[src/rtl/swf_pkg.sv]
package swf_pkg;
  typedef enum logic [1:0] {
    SEL_NONE = 2'b00,
    SEL_P2   = 2'b01,
    SEL_P1   = 2'b10,
    SEL_BOTH = 2'b11
  } pair_sel_e;

  // hit vector bit positions, shared with the status flags
  localparam int HIT_ON1  = 0;
  localparam int HIT_ON2  = 1;
  localparam int HIT_OFF1 = 2;
  localparam int HIT_OFF2 = 3;
  localparam int NCHARS   = 4;
endpackage

[src/rtl/swf_char_cmp.sv]
module swf_char_cmp #(
  parameter int CW = 8
) (
  input  logic [CW-1:0]                 data_i,
  input  logic [swf_pkg::NCHARS*CW-1:0] chars_i,
  output logic [swf_pkg::NCHARS-1:0]    hit_o
);
  for (genvar g = 0; g < swf_pkg::NCHARS; g++) begin : g_cmp
    assign hit_o[g] = (data_i == chars_i[g*CW +: CW]);
  end
endmodule

[src/rtl/swf_rx_match.sv]
module swf_rx_match
  import swf_pkg::*;
#(
  parameter int SW = 5
) (
  input  logic            clk,
  input  logic            rst_n,
  input  logic            en_i,
  input  pair_sel_e       sel_i,
  input  logic [NCHARS-1:0] hit_i,
  input  logic            rx_valid_i,
  input  logic            fwd_ready_i,
  input  logic            brk_i,
  input  logic            clr_i,
  output logic            rx_ready_o,
  output logic            fwd_valid_o,
  output logic            allow_o,
  output logic [SW-1:0]   stat_o
);
  logic flow_char, consume, accept;
  logic allow_q, prev_on1_q, prev_off1_q;
  logic [SW-1:0] stat_q;

  always_comb begin
    unique case (sel_i)
      SEL_P1:   flow_char = hit_i[HIT_ON1] | hit_i[HIT_OFF1];
      SEL_P2:   flow_char = hit_i[HIT_ON2] | hit_i[HIT_OFF2];
      SEL_BOTH: flow_char = |hit_i;
      default:  flow_char = 1'b0;
    endcase
  end

  assign consume     = en_i & flow_char;
  assign rx_ready_o  = consume | fwd_ready_i;
  assign fwd_valid_o = rx_valid_i & ~consume;
  assign accept      = rx_valid_i & rx_ready_o;
  assign allow_o     = allow_q | ~en_i | (sel_i == SEL_NONE);

  always_ff @(posedge clk or negedge rst_n) begin
    if (!rst_n) begin
      allow_q     <= 1'b1;
      prev_on1_q  <= 1'b0;
      prev_off1_q <= 1'b0;
    end else if (accept) begin
      prev_on1_q  <= hit_i[HIT_ON1];
      prev_off1_q <= hit_i[HIT_OFF1];
      if (consume) begin
        unique case (sel_i)
          SEL_P1: begin
            if (hit_i[HIT_OFF1])     allow_q <= 1'b0;
            else if (hit_i[HIT_ON1]) allow_q <= 1'b1;
          end
          SEL_P2: begin
            if (hit_i[HIT_OFF2])     allow_q <= 1'b0;
            else if (hit_i[HIT_ON2]) allow_q <= 1'b1;
          end
          SEL_BOTH: begin
            if (hit_i[HIT_OFF2] && prev_off1_q)    allow_q <= 1'b0;
            else if (hit_i[HIT_ON2] && prev_on1_q) allow_q <= 1'b1;
          end
          default: ;
        endcase
      end
    end
  end

  always_ff @(posedge clk or negedge rst_n) begin
    if (!rst_n) begin
      stat_q <= '0;
    end else begin
      logic [SW-1:0] nxt;
      nxt = clr_i ? '0 : stat_q;
      if (accept) nxt[NCHARS-1:0] = nxt[NCHARS-1:0] | hit_i;
      if (brk_i)  nxt[SW-1] = 1'b1;
      stat_q <= nxt;
    end
  end

  assign stat_o = stat_q;
endmodule

[src/rtl/swf_tx_inject.sv]
module swf_tx_inject
  import swf_pkg::*;
#(
  parameter int CW = 8
) (
  input  logic          clk,
  input  logic          rst_n,
  input  logic          en_i,
  input  pair_sel_e     sel_i,
  input  logic          halt_i,
  input  logic          resume_i,
  input  logic [CW-1:0] on1_i,
  input  logic [CW-1:0] on2_i,
  input  logic [CW-1:0] off1_i,
  input  logic [CW-1:0] off2_i,
  input  logic          allow_i,
  input  logic          tx_valid_i,
  input  logic [CW-1:0] tx_data_i,
  output logic          tx_ready_o,
  input  logic          ser_ready_i,
  output logic          ser_valid_o,
  output logic [CW-1:0] ser_data_o
);
  logic      busy_q, stop_q, second_q, peer_held_q;
  pair_sel_e pair_q;
  logic [CW-1:0] inj_char;
  logic      can_start, last_char;

  assign can_start = ~busy_q & en_i & (sel_i != SEL_NONE);
  assign last_char = second_q | (pair_q != SEL_BOTH);

  always_ff @(posedge clk or negedge rst_n) begin
    if (!rst_n) begin
      busy_q      <= 1'b0;
      stop_q      <= 1'b0;
      second_q    <= 1'b0;
      peer_held_q <= 1'b0;
      pair_q      <= SEL_NONE;
    end else if (can_start && ((halt_i && !peer_held_q) || (resume_i && peer_held_q))) begin
      busy_q      <= 1'b1;
      stop_q      <= ~peer_held_q;
      peer_held_q <= ~peer_held_q;
      pair_q      <= sel_i;
      second_q    <= (sel_i == SEL_P2);
    end else if (busy_q && ser_ready_i) begin
      if (last_char) busy_q <= 1'b0;
      else           second_q <= 1'b1;
    end
  end

  always_comb begin
    if (stop_q) inj_char = second_q ? off2_i : off1_i;
    else        inj_char = second_q ? on2_i  : on1_i;
  end

  assign ser_valid_o = busy_q | (tx_valid_i & allow_i);
  assign ser_data_o  = busy_q ? inj_char : tx_data_i;
  assign tx_ready_o  = ~busy_q & allow_i & ser_ready_i;
endmodule

[src/rtl/swf_ctrl.sv]
module swf_ctrl
  import swf_pkg::*;
#(
  parameter int CW = 8,
  localparam int SW = NCHARS + 1
) (
  input  logic          clk,
  input  logic          rst_n,
  input  logic          flow_en_i,
  input  logic [3:0]    mode_i,
  input  logic [CW-1:0] xon1_i,
  input  logic [CW-1:0] xon2_i,
  input  logic [CW-1:0] xoff1_i,
  input  logic [CW-1:0] xoff2_i,
  input  logic          rx_valid_i,
  input  logic [CW-1:0] rx_data_i,
  output logic          rx_ready_o,
  output logic          fwd_valid_o,
  output logic [CW-1:0] fwd_data_o,
  input  logic          fwd_ready_i,
  input  logic          rx_break_i,
  input  logic          stat_clr_i,
  output logic [SW-1:0] stat_o,
  input  logic          lvl_halt_i,
  input  logic          lvl_resume_i,
  input  logic          tx_valid_i,
  input  logic [CW-1:0] tx_data_i,
  output logic          tx_ready_o,
  output logic          ser_valid_o,
  output logic [CW-1:0] ser_data_o,
  input  logic          ser_ready_i,
  output logic          tx_allow_o
);
  logic [NCHARS-1:0]    hit;
  logic [NCHARS*CW-1:0] chars;
  pair_sel_e            rx_sel, tx_sel;
  logic                 allow;

  assign chars  = {xoff2_i, xoff1_i, xon2_i, xon1_i};
  assign rx_sel = pair_sel_e'(mode_i[1:0]);
  assign tx_sel = pair_sel_e'(mode_i[3:2]);

  swf_char_cmp #(.CW(CW)) u_cmp (
    .data_i (rx_data_i),
    .chars_i(chars),
    .hit_o  (hit)
  );

  swf_rx_match #(.SW(SW)) u_rx (
    .clk        (clk),
    .rst_n      (rst_n),
    .en_i       (flow_en_i),
    .sel_i      (rx_sel),
    .hit_i      (hit),
    .rx_valid_i (rx_valid_i),
    .fwd_ready_i(fwd_ready_i),
    .brk_i      (rx_break_i),
    .clr_i      (stat_clr_i),
    .rx_ready_o (rx_ready_o),
    .fwd_valid_o(fwd_valid_o),
    .allow_o    (allow),
    .stat_o     (stat_o)
  );

  swf_tx_inject #(.CW(CW)) u_tx (
    .clk        (clk),
    .rst_n      (rst_n),
    .en_i       (flow_en_i),
    .sel_i      (tx_sel),
    .halt_i     (lvl_halt_i),
    .resume_i   (lvl_resume_i),
    .on1_i      (xon1_i),
    .on2_i      (xon2_i),
    .off1_i     (xoff1_i),
    .off2_i     (xoff2_i),
    .allow_i    (allow),
    .tx_valid_i (tx_valid_i),
    .tx_data_i  (tx_data_i),
    .tx_ready_o (tx_ready_o),
    .ser_ready_i(ser_ready_i),
    .ser_valid_o(ser_valid_o),
    .ser_data_o (ser_data_o)
  );

  assign fwd_data_o = rx_data_i;
  assign tx_allow_o = allow;
endmodule

[config.mk]
export PLATFORM = sky130hd
export DESIGN_NAME = swf_ctrl
export DESIGN_NICKNAME = d
export VERILOG_FILES = /design/src/rtl/swf_pkg.sv /design/src/rtl/swf_char_cmp.sv /design/src/rtl/swf_rx_match.sv /design/src/rtl/swf_tx_inject.sv /design/src/rtl/swf_ctrl.sv
export SDC_FILE = /design/constraint.sdc
export NUM_CORES = 1
export LEC_CHECK = 0
export ABC_AREA = 1
export BUFFER_PORTS_ARGS = -buffer_cell sky130_fd_sc_hd__buf_2
export CORE_UTILIZATION = 30
export CTS_BUF_LIST = sky130_fd_sc_hd__clkbuf_2
export DETAILED_ROUTE_END_ITERATION = 12
export GPL_ROUTABILITY_DRIVEN = 0
export GPL_TIMING_DRIVEN = 0
export PLACE_DENSITY = 0.55
export SLEW_MARGIN = 25
export SYNTH_ARGS = -nofsm -noshare
export SYNTH_HDL_FRONTEND = slang
export SYNTH_SLANG_ARGS = --single-unit
[constraint.sdc]
create_clock -name clk -period 1.4 [get_ports clk]
set_clock_uncertainty 0.1 [all_clocks]
set_input_delay 0.07 -clock clk [delete_from_list [all_inputs] [get_ports clk]]
set_output_delay 0.07 -clock clk [all_outputs]
set_load 0.01 [all_outputs]
==> impl_metrics.yaml <==
timing:
  maxSlewViolCount: 0
  period_needed_ns: 1.61
  fmaxAchievable_mhz: 620
  slew_headroom_pct: 79.7
  rsz0062_at_grt: "true"
  period_share_pct: 115
  setup_viol: 8
  worst_slack_ns: -0.213
  hold_violations: 0
  worst_pin_slew_ns: 0.304
yosys:
  synth_nets: 325
  avgSynthCellArea_um2: 6.04
  yosys_warnings: 0
  synth_area_mm2: 0.00158
  yosysSeqAreaShare_pct: 20.6
  synthCells: 262
  synth.distinct_cells: 29
  synth_seq_cells: 13
critical_path:
  arrival_ns: 1.44
  cp_num_buf_inv: 3
  crit_chain: "inv_2, clkbuf_8, o21ai_0, a31oi_1, buf_2"
  cp-end-kind: "output port"
  critical-path-top-delay-family: "flip-flops"
  slowest_stage: "dfrtp_2"
  worst-path-stages: 5
  start_kind: "flop"
  r2r_end: "u_tx.second_q"
  rr_startpoint: "u_tx.stop_q"
  slowest_delay_ns: 0.49
  crit_path_max_fanout: 6
  crit_required_ns: 1.23
  crit_path_end: "ser_data_o[6]"
  r2r_cells: 7
  worstSetupStartpoint: "u_tx.second_q"
  crit_type: "reg2out"
  r2r_slack_ns: 0.05
pwr:
  power.leakage_nw: 1.36
  pwr-share-comb_pct: 73.5
  power.switching_mw: 1.24
  p_clk_share_pct: 7.2
  switching_share_pct: 45.2
  seq_power_share_pct: 19.3
  p_per_area_mw_per_mm2: 1110
  intPower_mw: 1.51
  ir_drop_mv: 0.730
  total_power_mw: 2.75
status:
  status: "finished with violations"
  violations: "setup timing"
run:
  drv_cap: 0
placed_design:
  dp_hpwl_um: 3820
  placedInstanceArea_mm2: 0.00208
  place_inst: 415
  dp_slack_ns: -0.404
  io_buffers: 83
layout:
  layout-drive-gt1-share_pct: 44.4
  nNetsFinal: 433
  postLayoutCellArea_mm2: 0.00247
  diodes: 0
  fillerInstances: 561
  layout-area-overhead-vs-synth_pct: 56.5
  instances_no_fill: 439
floorplanning:
  fp-row-count: 26
  io_pins: 89
  die_y_um: 74.6
  dieArea_mm2: 0.00557
  core_mm2: 0.00511
  start_util_pct: 31.0
  die_w_um: 74.6
global_routing:
  grt_usage_pct: 18.0
  use_met1_pct: 25.7
  grt_pass1_wl_um: 7550
  use_met3_pct: 1.08
  grt_pass1_vias: 1660
  grt_max_degree: 14
  busiest_layer: "met2"
  antenna_found_initial: 0
  overflow: 0
  use_met2_pct: 29.5
detailed_routing:
  drc_errors: 0
  drt_iter0_markers: 125
  route.vias.total: 1914
  wl_um: 5190
  postRouteAntennaNets: 0
  routed_via_density: 4.36
  avgRoutedWirePerCell_um: 11.8
  drt-pass1-iter-count: 4
clocking:
  clockBufferDepth: 2
  cts.sinks: 13
  clk_pin_slew_ns: 0.13
  clock-root-buffer: "clkbuf_2"
  htreeDepth: 1
  cts_made_buffers: 3
  clkLatencyLatePin_ns: 0.26
  tritoncts: "done"
min_path:
  holdCritPathClass: "in2reg"
==> metal layers <==
layer | routed length (um) | vias up
met5 | 0 | -
met4 | 31 | 0
met3 | 315 | 5
met2 | 2390 | 64
met1 | 2450 | 818
li1 | - | 1027
==> metrics by stage <==
stage               setup TNS (ns)  util (%)  hold WS, ns
floorplan                        0         -       -0.326
global placement             -3.92      40.8       -0.124
detailed placement           -4.50      40.8       -0.125
CTS                          -1.50      45.7      0.00624
global route                 -2.34      48.5      0.00241
finish                       -1.34      48.5       0.0128
==> final cells by class <==
cell class	count	area (um^2)	area share, %
multi-input cells	197	1110	44.9
repair buffers	103	604	24.4
flip-flops and latches	13	329	13.3
plain buffers	19	196	7.94
inverters	33	126	5.11
well taps	70	87.6	3.54
clock buffers	4	20.0	0.809
==> synth_stat cells <==
master / instances / area [um^2]
nand3_1: 4 / 20.0
buf_6: 3 / 33.8
nor2_2: 2 / 12.5
dfstp_2: 1 / 26.3
xnor2_1: 19 / 166
nand2_2: 5 / 31.3
a31oi_1: 8 / 50.1
buf_2: 1 / 5.00
o21ai_0: 14 / 70.1
o21bai_1: 1 / 7.51
o2111ai_1: 1 / 8.76
nand2_4: 1 / 11.3
inv_2: 1 / 3.75
clkbuf_1: 6 / 22.5
nor2_1: 33 / 124
a21oi_1: 7 / 35.0
xnor2_2: 2 / 32.5
a21o_1: 1 / 7.51
nor3_1: 3 / 15.0
o211ai_1: 4 / 30.0
xor2_1: 1 / 8.76
inv_1: 32 / 120
a41oi_1: 1 / 8.76
buf_4: 9 / 67.6
nand3b_1: 4 / 30.0
a21oi_2: 1 / 8.76
dfrtp_1: 12 / 300
nand2_1: 83 / 312
nand4_1: 2 / 12.5
==> flip-flops by register name, summed over array words and instances, names as in the netlist <==
name	count
u_tx.pair_q	2
u_rx.allow_q	1
u_tx.stop_q	1
u_tx.second_q	1
u_rx.prev_on1_q	1
u_rx.stat_o	5
u_rx.prev_off1_q	1
u_tx.busy_q	1
==> worst reg2reg max path, cell delays in order (launching register included) <==
cell and delay, ns:
dfrtp_2 0.43, buf_4 0.14, inv_4 0.07, nand2_1 0.06
nand2_2 0.08, o2111ai_4 0.15, nor2_2 0.13, o21bai_1 0.11
==> worst min-delay path by stage <==
stage | from | endpoint | slack [ns] | cells after the start
finish | rx_valid_i | u_rx.stat_o[1] | 0.01 | 3
global route | rx_valid_i | u_rx.stat_o[1] | 0.002 | 3
CTS | rx_valid_i | u_rx.stat_o[1] | 0.006 | 3
detailed placement | rst_n | u_rx.stat_o[3] | -0.12 | 1
global placement | rst_n | u_rx.prev_off1_q | -0.12 | 1
floorplan | rst_n | u_rx.prev_off1_q | -0.33 | 0
==> logic make-up after synthesis <==
kind of cell | Yosys count | share of synthesized area (%)
XOR/XNOR | 22 | 13.1
AO/OA/AOI/OAI | 38 | 14.3
buffers and inverters | 52 | 16.0
AND/OR/NAND/NOR | 137 | 35.9
flip-flops | 13 | 20.6
==> power groups by stage <==
stage / Clock, mW / Combinational, mW / Sequential [mW]
4_1_cts: 0.207 / 1.89 / 0.523
3_3_place_gp: 0 / 1.41 / 0.517
3_5_place_dp: 0 / 1.41 / 0.518
5_1_grt: 0.225 / 2.20 / 0.542
6_report: 0.199 / 2.02 / 0.530
2_1_floorplan: 0 / 0.909 / 0.504
==> timing repair <==
item | in CTS | in global routing
hold endpoints to repair | 19 | 0
resized for setup | 33 | 39
pin swaps | 9 | 17
gates cloned | 3 | 0
endpoints found under the setup margin | 18 | 15
hold buffers | 4 | 0
buffers inserted | 7 | 6
==> cell usage in the layout, fill, tap and decap left out, types with 6 or more instances in the layout <==
cell     netlist  routed
xnor2_1       19      15
xnor2_2        2       6
a31oi_1        8       8
nand2_2        5      10
buf_4          9      25
dfrtp_1       12      10
buf_2          1      80
nor2_2         2       8
o21ai_1        0       7
inv_2          1       6
nor2_1        33      27
inv_1         32      26
o21ai_0       14       7
nand2_1       83      78
buf_6          3       6
Power figures use the tool's default switching activity.
